### config.mk
export PLATFORM = sky130hd
export DESIGN_NAME = blkmap_cam
export DESIGN_NICKNAME = d
export VERILOG_FILES = /design/src/rtl/blkmap_pkg.sv /design/src/rtl/blkmap_entry_bank.sv /design/src/rtl/blkmap_match.sv /design/src/rtl/blkmap_prio.sv /design/src/rtl/blkmap_cam.sv
export SDC_FILE = /design/constraint.sdc
export NUM_CORES = 1
export LEC_CHECK = 0
export ABC_AREA = 1
export BUFFER_PORTS_ARGS = -buffer_cell sky130_fd_sc_hd__buf_4
export CORE_UTILIZATION = 50
export CTS_BUF_LIST = sky130_fd_sc_hd__clkbuf_4 sky130_fd_sc_hd__clkbuf_8
export CTS_CLUSTER_SIZE = 14
export DETAILED_ROUTE_END_ITERATION = 8
export PLACE_DENSITY_LB_ADDON = 0.05
export SYNTH_ARGS = -nofsm -noshare
export SYNTH_HDL_FRONTEND = slang
export SYNTH_SLANG_ARGS = --single-unit
### constraint.sdc
create_clock -name clk -period 6.3 [get_ports clk]
set_clock_uncertainty 0.05 [all_clocks]
set_input_delay 1.26 -clock clk [delete_from_list [all_inputs] [get_ports clk]]
set_output_delay 1.26 -clock clk [all_outputs]
set_load 0.01 [all_outputs]
### src/rtl/blkmap_pkg.sv
package blkmap_pkg;
   localparam int unsigned DEF_TAG_W   = 15;
   localparam int unsigned DEF_PASS_W  = 12;
   localparam int unsigned DEF_X_W     = 8;
   localparam int unsigned DEF_ENTRIES = 32;
   localparam int unsigned DEF_BLK_W   = 3;

   // lookup result carried between the priority stage and the decode stage
   typedef struct packed {
      logic any;
      logic multi;
   } match_flags_t;
endpackage

### src/rtl/blkmap_entry_bank.sv
module blkmap_entry_bank #(
   parameter int unsigned ENTRIES = 32,
   parameter int unsigned TAG_W   = 15,
   localparam int unsigned IDX_W  = $clog2(ENTRIES)
) (
   input  logic                          clk,
   input  logic                          rst_n,
   input  logic                          wr_en,
   input  logic [IDX_W-1:0]              wr_idx,
   input  logic [TAG_W-1:0]              wr_tag,
   input  logic                          wr_mask,
   output logic [ENTRIES-1:0][TAG_W-1:0] tags,
   output logic [ENTRIES-1:0]            masks
);
   for (genvar e = 0; e < ENTRIES; e++) begin : g_ent
      logic sel;
      assign sel = wr_en && (wr_idx == IDX_W'(e));
      always_ff @(posedge clk or negedge rst_n) begin
         if (!rst_n) begin
            tags[e]  <= '0;
            masks[e] <= 1'b1;
         end else if (sel) begin
            tags[e]  <= wr_tag;
            masks[e] <= wr_mask;
         end
      end
   end
endmodule

### src/rtl/blkmap_match.sv
module blkmap_match #(
   parameter int unsigned ENTRIES = 32,
   parameter int unsigned TAG_W   = 15
) (
   input  logic [ENTRIES-1:0][TAG_W-1:0] tags,
   input  logic [ENTRIES-1:0]            masks,
   input  logic [TAG_W-1:0]              key,
   output logic [ENTRIES-1:0]            match
);
   for (genvar e = 0; e < ENTRIES; e++) begin : g_cmp
      assign match[e] = !masks[e] && (tags[e] == key);
   end
endmodule

### src/rtl/blkmap_prio.sv
module blkmap_prio
   import blkmap_pkg::*;
#(
   parameter int unsigned ENTRIES = 32,
   localparam int unsigned IDX_W  = $clog2(ENTRIES)
) (
   input  logic [ENTRIES-1:0] match,
   output logic [IDX_W-1:0]   win_idx,
   output match_flags_t       flags
);
   logic [ENTRIES-1:0] rest;

   // lowest index wins: scan from the top so the last assignment is the lowest
   always_comb begin
      win_idx = '0;
      for (int i = ENTRIES - 1; i >= 0; i--) begin
         if (match[i]) win_idx = IDX_W'(i);
      end
   end

   // clearing the lowest set bit leaves something only if two or more matched
   assign rest        = match & (match - ENTRIES'(1));
   assign flags.any   = |match;
   assign flags.multi = |rest;
endmodule

### src/rtl/blkmap_cam.sv
module blkmap_cam
   import blkmap_pkg::*;
#(
   parameter int unsigned TAG_W   = DEF_TAG_W,
   parameter int unsigned PASS_W  = DEF_PASS_W,
   parameter int unsigned X_W     = DEF_X_W,
   parameter int unsigned ENTRIES = DEF_ENTRIES,
   parameter int unsigned BLK_W   = DEF_BLK_W,
   localparam int unsigned ADDR_W = TAG_W + PASS_W,
   localparam int unsigned IDX_W  = $clog2(ENTRIES),
   localparam int unsigned ROW_W  = IDX_W - BLK_W,
   localparam int unsigned ROWS   = 1 << ROW_W,
   localparam int unsigned YLO_W  = PASS_W - X_W,
   localparam int unsigned Y_W    = YLO_W + BLK_W,
   localparam int unsigned WD_W   = TAG_W + 1
) (
   input  logic              clk,
   input  logic              rst_n,
   input  logic              wr_en,
   input  logic [IDX_W-1:0]  wr_idx,
   input  logic [WD_W-1:0]   wr_data,
   input  logic [ADDR_W-1:0] lad,
   output logic              hit,
   output logic              miss,
   output logic              multi_hit,
   output logic [ROWS-1:0]   cs,
   output logic [X_W-1:0]    phys_x,
   output logic [Y_W-1:0]    phys_y
);
   if (ENTRIES != (1 << IDX_W)) begin : g_bad_entries
      $error("ENTRIES must be a power of two");
   end
   if (BLK_W >= IDX_W) begin : g_bad_blk
      $error("BLK_W must leave at least one row-select bit");
   end
   if (X_W >= PASS_W) begin : g_bad_x
      $error("X_W must leave pass-through bits for Y");
   end

   logic [ENTRIES-1:0][TAG_W-1:0] tags;
   logic [ENTRIES-1:0]            masks;
   logic [ENTRIES-1:0]            match;
   logic [IDX_W-1:0]              win_idx;
   match_flags_t                  flags;
   logic [TAG_W-1:0]              key;
   logic [BLK_W-1:0]              blk;
   logic [ROW_W-1:0]              row;

   assign key = lad[ADDR_W-1 -: TAG_W];

   blkmap_entry_bank #(.ENTRIES(ENTRIES), .TAG_W(TAG_W)) u_bank (
      .clk     (clk),
      .rst_n   (rst_n),
      .wr_en   (wr_en),
      .wr_idx  (wr_idx),
      .wr_tag  (wr_data[WD_W-1:1]),
      .wr_mask (wr_data[0]),
      .tags    (tags),
      .masks   (masks)
   );

   blkmap_match #(.ENTRIES(ENTRIES), .TAG_W(TAG_W)) u_match (
      .tags  (tags),
      .masks (masks),
      .key   (key),
      .match (match)
   );

   blkmap_prio #(.ENTRIES(ENTRIES)) u_prio (
      .match   (match),
      .win_idx (win_idx),
      .flags   (flags)
   );

   assign hit       = flags.any;
   assign miss      = !flags.any;
   assign multi_hit = flags.multi;
   assign row       = win_idx[IDX_W-1:BLK_W];
   assign blk       = flags.any ? win_idx[BLK_W-1:0] : '0;

   for (genvar r = 0; r < ROWS; r++) begin : g_cs
      assign cs[r] = flags.any && (row == ROW_W'(r));
   end

   assign phys_x = lad[X_W-1:0];
   assign phys_y = {blk, lad[PASS_W-1:X_W]};
endmodule

==> results.json, run 1 <==
{
  "drv_slew": 0,
  "period_share": 0.9618,
  "cts_resized": 0,
  "end_kind": "primary output",
  "drt-initial-drc-count": 2497,
  "gp_congestion": 0.9296,
  "power.leakage_uw": 0.01327,
  "min_path_type": "flop to flop",
  "rsz0062_at_grt": "false",
  "crit_fanout": 18,
  "nNetsFinal": 3084,
  "synth-async-reset-ratio": 1.000,
  "max_stage_delay_ps": 770,
  "avgSynthCellArea_um2": 8.409,
  "synth_nets": 3087,
  "area_growth_pct": 10.60,
  "ys_types": 61,
  "grt_overflow": 0,
  "antenna_found_initial": 1,
  "crit_chain": "buf_4 > inv_2 > buf_4 > o22ai_1 > a2111oi_0 > nand4_2 > nand2_1 > nor2_1 > nand2_1 > nor2_2 > nand2_2 > inv_2 > nand2_2 > nand3_1 > a211oi_1 > buf_4 > buf_4",
  "cts_root_buf": "clkbuf_8",
  "postCtsHoldBufs": 0,
  "clk_pin_slew_worst_paths_ps": 60,
  "insertion_delay_ps": 680,
  "synth-edff-count": 0,
  "finalWorstSetupSlack_ps": 240.7,
  "die_h_um": 228.0,
  "ios": 73,
  "synth_common_cells": "907 x nand2_1, 594 x o21ai_0, 480 x dfrtp_1",
  "post-synth-top-count-cell": "nand2_1",
  "cap_violations": 0,
  "maxSlewHeadroom": 0.2427,
  "max_freq_mhz": 165.0,
  "fp.coreArea_um2": 50270,
  "startpoint_type": "primary input",
  "first_pass_iters": 8,
  "die_w_um": 228.0,
  "ys_ff_latch": 512,
  "start_util": 0.5078,
  "synth_top_area_frac": 0.4705,
  "yosysTopAreaCell": "dfrtp_1",
  "drcViolationCount": 0,
  "grt_pass1_vias": 21040,
  "crit_required_ps": 4990,
  "worst_pin_slew_ps": 1133,
  "wl_um": 89160,
  "yosys_warnings": 0,
  "cp_common_cell": "buf_4",
  "grt_usage": 0.3446,
  "io_buffers": 48,
  "post-cts-setup-buffers": 0,
  "crit_family": "buffers and inverters",
  "via_count": 22290,
  "slowest_stage": "a2111oi_0",
  "critPathKind": "primary input to primary output",
  "tns_ps": 0,
  "powerDensity_nw_per_um2": 327.2,
  "ys_seq_area_frac": 0.5034,
  "cp_num_buf_inv": 6,
  "cts.path.max_buffers": 3,
  "synth_area_leaders": "dfrtp_1 47%, nand2_1 13%, o21ai_0 12%, xor2_1 3.7%, dfstp_2 3.3%",
  "peakVddDrop_v": 0.0002266,
  "pre_cts_slack_ps": 277.8,
  "cts_buffers": 88,
  "clock_sinks": 512,
  "ys.flop_type": "dfrtp_1",
  "total_power_uw": 9239,
  "rows": 82,
  "post-dp-hpwl_um": 54390,
  "design_area_um2": 28230,
  "placed_cell_area_um2": 26350,
  "ant_nets": 0,
  "antennaDiodeCount": 0,
  "setup_violations": 0,
  "synthCells": 3036,
  "drive_above_1_share": 0.1302,
  "post_drt_wl_per_cell_um": 23.62,
  "hold_violations": 0,
  "whs_ps": 438.5,
  "dieArea_um2": 51970,
  "h-tree-depth": 3,
  "avgViaCountPerCell": 5.905,
  "fin_crit_ps": 6059,
  "worst_ep_arrival_time_ps": 4750,
  "grt_max_degree": 146,
  "grt_pass1_wl_um": 134000,
  "outcome": "finished clean",
  "synth.cell_area_um2": 25530,
  "cts_tree": "built"
}
-- tightest hold or removal path: stages (launching register included) --
cell and delay (ps):
dfrtp_1 340, nand2_1 60, o21ai_0 60
-- worst paths after layout --
check / start / endpoint / slack, ps / depth (start not counted)
setup / recovery: lad[14] / phys_y[6] / 240 / 17
hold / removal: u_bank.tags[461] / u_bank.tags[461] / 440 / 2
setup reg to reg: u_bank.masks[8] / u_bank.masks[8] / 5430 / 2
hold reg to reg: u_bank.tags[461] / u_bank.tags[461] / 440 / 2
max in group asynchronous: rst_n / u_bank.tags[326] / 4140 / 2
min in group asynchronous: rst_n / u_bank.tags[47] / 630 / 1
-- layer usage --
metal | GRT usage | part of all wire
met1 | 0.4980 | 0.44
met2 | 0.5285 | 0.45
met3 | 0.05588 | 0.083
met4 | 0.1147 | 0.032
met5 | 0 | 0
-- cells in the final DEF (no fill, tap or decap), types with 8 or more instances in the layout --
| cell | instances |
|---|---|
| o21ai_1 | 38 |
| inv_1 | 104 |
| clkinv_2 | 8 |
| o21bai_1 | 8 |
| nor3_1 | 19 |
| buf_4 | 134 |
| buf_12 | 8 |
| o21ai_0 | 594 |
| dfrtp_1 | 480 |
| xnor2_1 | 44 |
| a22o_1 | 21 |
| nand2_1 | 907 |
| a2111oi_0 | 8 |
| clkbuf_8 | 109 |
| nor2_1 | 118 |
| clkbuf_4 | 37 |
| xor2_1 | 109 |
| nand4_1 | 15 |
| nand4_2 | 15 |
| nand3_1 | 19 |
| o22ai_1 | 70 |
| dfstp_2 | 32 |
| a221oi_1 | 14 |
| o2111ai_1 | 9 |
| nor4_1 | 52 |
| inv_2 | 17 |
| a21oi_1 | 11 |
| a2111oi_1 | 10 |
-- final cells by class --
type | count | area (um2)
clock inverters | 13 | 103.9
multi-input cells | 2159 | 10990
inverters | 129 | 489.2
repair buffers | 143 | 1181
clock buffers | 146 | 1778
well taps | 672 | 840.8
flip-flops and latches | 512 | 12850
fillers | 4678 | 22040
-- logic make-up (layout without fill, tap and decap cells) --
kind of cell	count (synthesis)	in the layout	share of synthesized area
simple gates	1190	1190	0.1991
fa+ha+maj	1	1	0.0003921
buf+inv	365	431	0.06611
xor+xnor	153	153	0.05249
flops	512	512	0.5034
compound gates	815	815	0.1784
-- flip-flops by register name, indices dropped and copies added (netlist names) --
signal / count
u_bank.masks: 32
u_bank.tags: 480
-- through the flow --
step / std cells / util
after floorplan: 3036 / -
after global placement: 3615 / 0.5242
after detailed placement: 3615 / 0.5242
after CTS: 3774 / 0.5616
after global routing: 3774 / 0.5616
final: 3774 / 0.5616
-- report_power, final --
group / switching, uW / internal, uW / leakage (uW)
Sequential: 506 / 3930 / 0.00656
Combinational: 948 / 636 / 0.00571
Clock: 1400 / 1820 / 0.00101
No activity file was read; power rests on OpenSTA's default activity.
==> run 2, diff against run 1 <==
--- a/config.mk
+++ b/config.mk
@@ -5,7 +5,6 @@
 export SDC_FILE = /design/constraint.sdc
 export NUM_CORES = 1
 export LEC_CHECK = 0
-export ABC_AREA = 1
 export BUFFER_PORTS_ARGS = -buffer_cell sky130_fd_sc_hd__buf_4
 export CORE_UTILIZATION = 50
 export CTS_BUF_LIST = sky130_fd_sc_hd__clkbuf_4 sky130_fd_sc_hd__clkbuf_8
==> run 2 against run 1 <==
Effect of this change: first-iteration DRC count fell by 57%; critical path depth fell by 6; largest power group unchanged; clock power barely moved; synthesized cell count fell by 34%; register-to-register slack barely moved; combinational power barely moved; routed wire length fell by 16%; critical endpoint is now phys_y[5]; global-route usage fell by 5.4 points; setup slack improved by 190 ps; non-clock buffer count fell by 34.
==> results.json, run 2 <==
{
  "outcome": "finished clean",
  "synth-async-reset-ratio": 1.000,
  "clk_pin_slew_worst_paths_ps": 60,
  "ios": 73,
  "post-cts-setup-buffers": 0,
  "cts_tree": "built",
  "maxSlewHeadroom": 0.3457,
  "cts_resized": 0,
  "area_growth_pct": 10.09,
  "slowest_stage": "nor4_1",
  "h-tree-depth": 3,
  "io_buffers": 48,
  "fin_crit_ps": 5867,
  "highest_layer": "met4",
  "post-synth-top-count-cell": "mux2_2",
  "synth_nets": 2047,
  "min_path_type": "flop to flop",
  "rows": 83,
  "crit_required_ps": 4990,
  "synth.cell_area_um2": 26020,
  "nFillCells": 4400,
  "ys_seq_area_frac": 0.4939,
  "grt_max_degree": 116,
  "regArea_um2": 12850,
  "grt_pass1_wl_um": 112900,
  "antenna_found_initial": 3,
  "power.leakage_uw": 0.01347,
  "wl_met3_um": 3248,
  "stdcell_count": 2790,
  "worst_ep_arrival_time_ps": 4560,
  "ys_ff_latch": 512,
  "multi_input_comb_area_um2": 12030,
  "cts.path.max_buffers": 3,
  "top_regs": "u_bank.tags (480), u_bank.masks (32)",
  "rsz0062_at_grt": "false",
  "grt_pass1_vias": 16950,
  "drive_above_1_share": 0.4035,
  "met2WireLength_um": 34090,
  "first_pass_iters": 4,
  "ant_nets": 0,
  "gp_congestion": 0.8888,
  "cp_num_buf_inv": 3,
  "ys.flop_type": "dfrtp_1",
  "end_kind": "primary output",
  "synth_area_leaders": "dfrtp_1 46%, mux2_2 22%, xor2_1 16%, dfstp_2 3.2%, nor4_1 3.1%",
  "crit_fanout": 25,
  "cp_common_cell": "buf_4",
  "clock_sinks": 512,
  "via_count": 16150,
  "cts_buffers": 91,
  "crit_chain": "buf_4 > buf_12 > xor2_1 > nor4_1 > nand4_1 > nand2_1 > nor3_1 > and3b_2 > and3_4 > a211oi_1 > buf_4",
  "grt_overflow": 0,
  "critPathKind": "primary input to primary output",
  "drt-initial-drc-count": 1079,
  "dieArea_um2": 52960,
  "finalWorstSetupSlack_ps": 432.6,
  "yosys_warnings": 0,
  "drv_slew": 0,
  "wl_met1_um": 36070,
  "avgViaCountPerCell": 5.788,
  "startpoint_type": "primary input",
  "synth-edff-count": 0,
  "synth_top_area_frac": 0.4616,
  "nNetsFinal": 2086,
  "crit_family": "simple AND/OR/NAND/NOR gates",
  "post-dp-hpwl_um": 43900,
  "grt_usage": 0.2910,
  "tns_ps": 0,
  "start_util": 0.5062,
  "max_freq_mhz": 170.4,
  "peakVddDrop_v": 0.0001937,
  "whs_ps": 471.5,
  "layout_commonest_cell": "mux2_2",
  "insertion_delay_ps": 670,
  "regMostFlops": "u_bank.tags",
  "max_stage_delay_ps": 670,
  "hold_violations": 0,
  "synthCells": 1996,
  "setup_violations": 0,
  "yosysTopAreaCell": "dfrtp_1",
  "dp_cells": 2622,
  "pre_cts_slack_ps": 486.6,
  "final_cell_mix": "512 x mux2_2, 480 x dfrtp_1, 479 x xor2_1",
  "worst_pin_slew_ps": 978.3,
  "cap_violations": 0,
  "postCtsHoldBufs": 0,
  "post_drt_wl_per_cell_um": 26.85,
  "powerDensity_nw_per_um2": 322.7,
  "period_share": 0.9313,
  "avgSynthCellArea_um2": 13.04,
  "die_h_um": 230.1,
  "cts_root_buf": "clkbuf_8",
  "die_w_um": 230.1,
  "fp.coreArea_um2": 51410,
  "largest_register_ffs": 480,
  "drcViolationCount": 0,
  "ys_types": 58,
  "synth_common_cells": "512 x mux2_2, 480 x dfrtp_1, 479 x xor2_1",
  "wl_um": 74930
}
run 2: cell count changes in the layout (fill, tap and decap cells not counted), sizes merged, moves of 17 or more:
cell | before | now
a22o | 21 | 1
mux2 | 0 | 512
nand3 | 23 | 6
nor4 | 59 | 131
a2111oi | 20 | 1
inv | 124 | 9
o21ai | 632 | 9
nand2 | 910 | 40
o22ai | 70 | 3
xnor2 | 44 | 0
buf | 143 | 109
nor2 | 123 | 19
xor2 | 109 | 480
run 2: worst paths after layout:
path,startpoint,to,slack (ps),depth (start not counted)
worst max-delay path,lad[17],phys_y[5],430,11
worst min-delay path,u_bank.tags[30],u_bank.tags[30],470,1
worst max register to register,u_bank.tags[64],u_bank.tags[64],5420,1
worst min register to register,u_bank.tags[30],u_bank.tags[30],470,1
max in group asynchronous,rst_n,u_bank.tags[111],4220,2
min in group asynchronous,rst_n,u_bank.tags[248],530,1
run 2: cells by family after synthesis:
logic type      count (synthesis)  share of synthesized area
compound gates                 43                    0.01188
xor+xnor                      480                     0.1619
buf+inv                       170                    0.04544
mux                           512                     0.2216
fa+ha+maj                       1                  0.0003847
flops                         512                     0.4939
simple gates                  278                    0.06496
run 2: power by group:
group          switching (uW)  leakage, uW  internal [uW]  total (uW)
Combinational             767      0.00596            836        1600
Clock                    1400      0.00104           1850        3250
Sequential                427      0.00647           3970        4390
run 2: cell type report:
type	instances	share of cell area
sequential	512	0.4487
multi-input combinational	1314	0.4200
clock buffer	160	0.06530
timing repair buffer	109	0.03363
tap	680	0.02970
clock inverter	7	0.001747
inverter	7	0.0009172
antenna	1	0.00008736
run 2: per-stage QoR:
step | instance area (um2) | util | power [uW]
3_5_place_dp | 26720 | 0.5198 | 6044
3_3_place_gp | 26720 | 0.5198 | 5993
5_1_grt | 28650 | 0.5573 | 9688
4_1_cts | 28640 | 0.5572 | 9318
2_1_floorplan | 26020 | - | 5563
6_report | 28650 | 0.5573 | 9244
run 2: layer usage:
metal | vias up | track usage
met5 | - | 0
li1 | 7026 | -
met4 | 0 | 0.07223
met1 | 8647 | 0.4292
met3 | 98 | 0.04464
met2 | 378 | 0.4480
